===== src/rtl/edge_region_pkg.sv =====
package edge_region_pkg;
  parameter int ADDR_W = 20;
  parameter int BLK_W  = 16;   // log2 of the smallest window
  parameter int SIZE_W = 2;
  parameter int WAIT_W = 2;

  typedef struct packed {
    logic [SIZE_W-1:0] sizeCode;
    logic              needRdy;
    logic [WAIT_W-1:0] waitSt;
  } regionCfg_t;

  localparam int CFG_W = $bits(regionCfg_t);

  typedef struct packed {
    logic wrTop;
    logic wrBot;
    logic capture;
    logic memCycle;
    logic botArmed;
  } ctrlStrobes_t;

  localparam int REG_TOP = 0;
  localparam int REG_BOT = 1;
  localparam int N_REG   = 2;
endpackage


===== src/rtl/edge_region_ctrl.sv =====
module edge_region_ctrl
  import edge_region_pkg::*;
(
  input  logic         clk,
  input  logic         rstN,
  input  logic         cfgWrEn,
  input  logic         cfgSel,
  input  logic         addrValid,
  input  logic         isIo,
  output ctrlStrobes_t strobes
);
  logic botArmedQ;

  // The bottom window is enabled by its first write and stays enabled until reset
  always_ff @(posedge clk or negedge rstN) begin
    if (!rstN)                  botArmedQ <= 1'b0;
    else if (cfgWrEn && cfgSel) botArmedQ <= 1'b1;
  end

  always_comb begin
    strobes.wrTop    = cfgWrEn && !cfgSel;
    strobes.wrBot    = cfgWrEn && cfgSel;
    strobes.capture  = addrValid;
    strobes.memCycle = !isIo;
    strobes.botArmed = botArmedQ;
  end
endmodule


===== src/rtl/edge_region_dp.sv =====
module edge_region_dp
  import edge_region_pkg::*;
#(
  parameter regionCfg_t TOP_RST_CFG = '{sizeCode: '0, needRdy: 1'b1, waitSt: '1}
) (
  input  logic              clk,
  input  logic              rstN,
  input  ctrlStrobes_t      strobes,
  input  logic [CFG_W-1:0]  cfgData,
  input  logic [ADDR_W-1:0] addr,
  output logic              topSelN,
  output logic              botSelN,
  output logic [WAIT_W-1:0] waitCnt,
  output logic              needReady
);
  regionCfg_t        cfgQ [N_REG];
  logic [N_REG-1:0]  hit;
  logic [N_REG-1:0]  selQ;
  logic [WAIT_W-1:0] waitQ;
  logic              rdyQ;

  // Mask of the address bits above the window size: these bits decide the match
  function automatic logic [ADDR_W-1:0] upperMask(input logic [SIZE_W-1:0] code);
    logic [ADDR_W-1:0] m;
    m = '1;
    for (int i = 0; i < ADDR_W; i++)
      if (i < BLK_W + int'(code)) m[i] = 1'b0;
    return m;
  endfunction

  always_ff @(posedge clk or negedge rstN) begin
    if (!rstN) begin
      cfgQ[REG_TOP] <= TOP_RST_CFG;
      cfgQ[REG_BOT] <= '0;
    end else begin
      if (strobes.wrTop) cfgQ[REG_TOP] <= regionCfg_t'(cfgData);
      if (strobes.wrBot) cfgQ[REG_BOT] <= regionCfg_t'(cfgData);
    end
  end

  // One comparator per region: the top window needs all upper bits set, the bottom window needs all clear
  for (genvar g = 0; g < N_REG; g++) begin : gRegion
    logic [ADDR_W-1:0] mask;
    assign mask = upperMask(cfgQ[g].sizeCode);
    if (g == REG_TOP) begin : gTop
      assign hit[g] = strobes.memCycle && ((addr & mask) == mask);
    end else begin : gBot
      assign hit[g] = strobes.memCycle && strobes.botArmed && ((addr & mask) == '0);
    end
  end

  always_ff @(posedge clk or negedge rstN) begin
    if (!rstN) begin
      selQ  <= '0;
      waitQ <= '0;
      rdyQ  <= 1'b0;
    end else if (strobes.capture) begin
      selQ <= hit;
      if (hit[REG_TOP]) begin
        waitQ <= cfgQ[REG_TOP].waitSt;
        rdyQ  <= cfgQ[REG_TOP].needRdy;
      end else if (hit[REG_BOT]) begin
        waitQ <= cfgQ[REG_BOT].waitSt;
        rdyQ  <= cfgQ[REG_BOT].needRdy;
      end else begin
        waitQ <= '0;
        rdyQ  <= 1'b0;
      end
    end
  end

  assign topSelN   = !selQ[REG_TOP];
  assign botSelN   = !selQ[REG_BOT];
  assign waitCnt   = waitQ;
  assign needReady = rdyQ;
endmodule


===== src/rtl/edge_region_sel.sv =====
module edge_region_sel
  import edge_region_pkg::*;
(
  input  logic              clk,
  input  logic              rstN,
  input  logic              cfgWrEn,
  input  logic              cfgSel,
  input  logic [CFG_W-1:0]  cfgData,
  input  logic              addrValid,
  input  logic [ADDR_W-1:0] addr,
  input  logic              isIo,
  output logic              topSelN,
  output logic              botSelN,
  output logic [WAIT_W-1:0] waitCnt,
  output logic              needReady
);
  ctrlStrobes_t strobes;

  edge_region_ctrl ctrl_i (
    .clk(clk), .rstN(rstN), .cfgWrEn(cfgWrEn), .cfgSel(cfgSel),
    .addrValid(addrValid), .isIo(isIo), .strobes(strobes)
  );

  edge_region_dp dp_i (
    .clk(clk), .rstN(rstN), .strobes(strobes), .cfgData(cfgData), .addr(addr),
    .topSelN(topSelN), .botSelN(botSelN), .waitCnt(waitCnt), .needReady(needReady)
  );
endmodule


===== config.mk =====
export PLATFORM = sky130hd
export DESIGN_NAME = edge_region_sel
export DESIGN_NICKNAME = d
export VERILOG_FILES = /design/src/rtl/edge_region_pkg.sv /design/src/rtl/edge_region_ctrl.sv /design/src/rtl/edge_region_dp.sv /design/src/rtl/edge_region_sel.sv
export SDC_FILE = /design/constraint.sdc
export NUM_CORES = 1
export LEC_CHECK = 0
export ABC_AREA = 1
export BUFFER_PORTS_ARGS = -buffer_cell sky130_fd_sc_hd__buf_4
export CAP_MARGIN = 5
export CELL_PAD_IN_SITES_DETAIL_PLACEMENT = 1
export CELL_PAD_IN_SITES_GLOBAL_PLACEMENT = 1
export CORE_MARGIN = 2
export CORE_UTILIZATION = 31
export DETAILED_ROUTE_END_ITERATION = 16
export PLACE_DENSITY_LB_ADDON = 0.1
export RECOVER_POWER = 25
export SYNTH_ARGS = -nofsm -noshare
export SYNTH_HDL_FRONTEND = slang
export SYNTH_HIERARCHICAL = 1
export SYNTH_SLANG_ARGS = --single-unit

===== constraint.sdc =====
create_clock -name clk -period 1.6 [get_ports clk]
set_clock_uncertainty 0.2 [all_clocks]
set_input_delay 0.16 -clock clk [delete_from_list [all_inputs] [get_ports clk]]
set_output_delay 0.16 -clock clk [all_outputs]
set_load 0.05 [all_outputs]

After elaboration in Yosys (flattened, before gate mapping)
Cells that the tools add are included.
Cells by class
  div/mod/pow operators: 0
  magnitude comparators: 40
  bitwise logic cells: 2
  shift operators: 0
  add/sub/neg operators: 2
  equality and inequality tests: 1
  multiply operators: 0
  reductions and logical operators: 10
  muxes and demuxes: 44
Operators by type and width (count)
  $lt 5x32->1 const A: 16
  $lt 4x32->1 const A: 8
  $lt 6x32->1 const A: 8
  $lt 3x32->1 const A: 4
  $lt 1x32->1 const A: 2
  $lt 2x32->1 const A: 2
  $mux 1: 42
  $and 20x20->20: 2
  $eq 20x20->1: 1
  $logic_not 20->1: 1
  $add 5x2->6 const A: 2
  $logic_and 1x1->1: 5
  $logic_not 1->1: 4
  $mux 2: 2
Word-level totals
  bits in latches: 0
  register bits: 16
  logic and storage cells: 109
  memory bits (writable): 0
  memories: 0
  ROM bits: 0

Depth between registers and ports, before layout
  depth after elaboration: 8
  gate-level depth with buffers: 8

Modules after synthesis
Netlist, hierarchy kept.
By module, submodules not included
  edge_region_dp: times used 1, cells each 71, area each 683.2 µm², seq. area each 379.1 µm²
  edge_region_ctrl: times used 1, cells each 10, area each 66.3 µm², seq. area each 25.0 µm²

Worst setup path before layout
OpenSTA, ideal clock, no wires.
  kind: in2reg
  start: input port cfgWrEn
  end: register dp_i/cfgQ[8] in the netlist's numbering
  arrival time: 788 ps
  setup time: 127 ps
  required time: 1273 ps
  stages on the path: 3
  setup slack: 484 ps
  cell sequence: inv_1 > nor2_1 > mux2_1
RTL lines
  start: declaration: RTL line edge_region_sel.sv:6  | input logic cfgWrEn,
  end signal: indexed assignment: RTL line edge_region_dp.sv:36  | if (strobes.wrTop) cfgQ[REG_TOP] <= regionCfg_t'(cfgData);
  end signal: indexed assignment: RTL line edge_region_dp.sv:37  | if (strobes.wrBot) cfgQ[REG_BOT] <= regionCfg_t'(cfgData);
  end: declaration: RTL line edge_region_dp.sv:16  | regionCfg_t cfgQ [N_REG];

==> run summary <==
The flow ran to the end, and the final reports show no timing, DRC or antenna violations. After layout, the minimum clock period comes to 1450 ps. The clock power share was 0.282; the final non-filler cell total was 139.

The clock root buffer is clkbuf_4. In this run the power spent charging and discharging nets is 0.262 mW. The die area is 2830 µm², and the quantity of I/O buffers inserted on ports is 19. The floorplan step set the die width to 53.2 µm. The internal power of the cells totals 0.682 mW.

The tools report the number of placement rows as 17. Total power draw: 0.944 mW. For the count of nets left with antenna violations after detail routing, the log shows 0.

The sink count of the clock tree was 16. Summing all multi-input logic gate instances after layout gives 277 µm². In the final layout, flip-flops and latches occupy 404 µm². Along the worst path, the maximum fanout reaches 7. The most critical setup path has its startpoint at cfgSel. The final max-slew violation count is 0, and the pin count of the biggest net entering global routing is 17. STA classifies the critical path startpoint as an input pin.

The via count of the first global-routing pass was 673. Switching share of power: 0.278. The worst setup path is of the input pin to register kind.

The met3 layer usage reported by global route was 0.0339; the maximum achievable frequency was 689 MHz. The worst voltage drop across the vdd grid was 0.000431 V. The logs give 0 for the initial antenna violation count and 0.159 for the met1 track demand over resource in global routing. The run gives 2 as the number of buffers between clock root and the deepest sink. The insertion delay of the later-clocked pin in the worst-skew pair came out at 290 ps.

The net count reported at finish was 143. The number of endpoints with negative hold slack in the final report was 0; the total via count in the routed design was 623. After detailed placement, the total cell area comes to 915 µm².

For the first-pass iteration count of the detailed router, the log shows 4. Post-CTS repair changed the size of 0 cells. Core box area: 2250 µm². The worst path required time is 1580 ps, and the number of distinct standard cells referenced by the synthesized netlist is 15. The most critical setup path has its endpoint at dp_i/cfgQ[1].

After global routing the overflow that remains totals 0. Setup repair after global routing left no endpoint under its margin. The I/O pin total was 36; the leakage power of the design was 0.529 nW. The tools report the cell count after synthesis as 81. The worst hold-check path type was input pin to register. Clock tree synthesis inserted a total of 3 buffers. The sequential cell fraction of total power was 0.510; the signal arrival time at the worst endpoint was 1430 ps.

The y dimension of the die was 53.2 µm; the power density over cell area was 910 nW/µm². The cell depth of the worst flop-to-flop path came out at 6. The tool flagged a number of max-cap violations equal to 0. The final worst-path cycle share was 0.908.

The global router's overall resource usage came out at 0.145. For this run, design rule violations remaining after detail routing come to 0. The number of inserted diodes was 0; the wire length of the first global-routing pass was 2.84 mm.

Origin of the critical flop-to-flop path: dp_i/cfgQ[8]. Final routed wire length divided by cell count: 12.0 µm. Once detailed placement completed, the half-perimeter wirelength came to 1.24 mm. Using the TritonRoute via totals, the vias-per-cell ratio works out to 4.48. The slew of the pin with the lowest slew margin works out to 863 ps.

The layout cell share with drive strength beyond 1 was 0.270; the flip-flop and latch count after synthesis was 16. Summed over all layers, the routed wires come to 1.67 mm. The effective utilization at floorplan was 0.332; the count of buffers added by post-CTS timing repair for setup was 0. For the count of filler cells inserted in the layout, the log shows 283. TritonCTS built the clock tree.

Compared with the post-synthesis result, the final layout area differs by 38.4%. In this run the most used layer during global routing was met2. Yosys printed 6 warnings. DRC marker count from the first detailed-route iteration: 5.

The portion of total power attributed to combinational logic is 0.209. The met2 usage is 0.256, and the worst slew margin relative to its limit is 0.425. In this run the mean area of a mapped cell was 9.25 µm².

The clock input transition at the sequential cells of the worst setup and hold paths is 90 ps. Setup violations remaining at the end of the flow were counted as 0. The final total negative setup slack is 0 ps, and the post-synthesis net count is 112. Total standard cell area after synthesis: 749 µm². The tools report the cell count after placement as 126. The endpoint identified for the worst register-to-register timing path is dp_i/waitCnt[1]. In this run the register-to-register setup slack is 350 ps. Once layout is done, the placed cells without fillers occupy 1040 µm². Routability-driven placement finished with a final weighted congestion of 0.733. Number of H-tree levels: 1.

Number of buffers inserted for hold repair after clock tree synthesis: 9. Share of synthesized area occupied by flip-flops and latches: 0.539. The nature of the critical path endpoint is a register.
==> cells by family (layout without fill, tap and decap cells) <==
group	after synthesis	in the layout	synth area share
and+or+nand+nor	34	34	0.195
AOI/OAI and AO/OA	8	8	0.0684
buffers and inverters	16	46	0.0918
DFF	16	16	0.539
muxes	7	7	0.105
==> sequential cells by signal, summed over array words and instances (netlist names) <==
register          count
dp_i/waitCnt          2
dp_i/selQ             2
ctrl_i/botArmedQ      1
dp_i/needReady        1
dp_i/cfgQ            10
==> final cells by class <==
| class | instances | share of cell area |
|---|---|---|
| multi-input cells | 49 | 0.267 |
| inverters | 13 | 0.0470 |
| well taps | 28 | 0.0338 |
| flip-flops and latches | 16 | 0.390 |
| clock buffers | 4 | 0.0350 |
| repair buffers | 29 | 0.228 |
==> routing by layer <==
layer	share of wire	up-vias
met1	0.44	291
li1	-	314
met5	0	-
met2	0.50	14
met4	0.020	0
met3	0.044	4
==> layout by cell type (no fill, tap or decap) <==
cell	instances
inv_1	13
nand2_2	2
a21oi_4	1
buf_4	19
nand3_1	9
o21ai_0	1
a21oi_1	1
nor2_2	1
mux2_1	7
nand2_1	21
dlygate4sd3_1	9
nor2_1	1
o21ai_1	5
clkbuf_8	1
clkbuf_1	1
dfrtp_1	13
clkbuf_4	3
dfstp_2	3
==> Yosys cell counts, drive strengths merged <==
cell type / count / area, µm²
a21oi: 2 / 21.3
buf: 3 / 20.0
dfrtp: 13 / 325
dfstp: 3 / 78.8
inv: 13 / 48.8
mux2: 7 / 78.8
nand2: 23 / 91.3
nand3: 9 / 45.0
nor2: 2 / 10.0
o21ai: 6 / 30.0
==> per-stage QoR <==
stage	worst slack [ps]	hold slack, ps	utilization
3_3_place_gp	371	-169	0.406
2_1_floorplan	484	-336	-
3_5_place_dp	358	-169	0.406
6_report	148	69.0	0.460
5_1_grt	75.6	117	0.460
4_1_cts	154	46.4	0.462
==> how the worst min path moves through the flow <==
stage	to	cells past startpoint	startpoint
CTS	dp_i/needReady	2	rstN
detailed placement	dp_i/cfgQ[3]	1	rstN
global placement	dp_i/cfgQ[3]	1	rstN
global route	dp_i/selQ[1]	6	addr[19]
floorplan	ctrl_i/botArmedQ	0	rstN
finish	dp_i/selQ[1]	6	addr[19]
==> worst max-delay path: stages <==
cell,delay (ps)
dlygate4sd3_1,540
buf_4,110
nand2_1,60
inv_1,210
mux2_1,350
==> power by group through the flow <==
stage | Clock, mW | Sequential [mW] | Combinational (mW)
after floorplan | 0 | 0.505 | 0.0920
after global placement | 0 | 0.489 | 0.180
after detailed placement | 0 | 0.490 | 0.184
after CTS | 0.284 | 0.482 | 0.202
after global routing | 0.298 | 0.488 | 0.220
final | 0.266 | 0.481 | 0.197
Note: power is estimated with default switching activity, not from simulation.
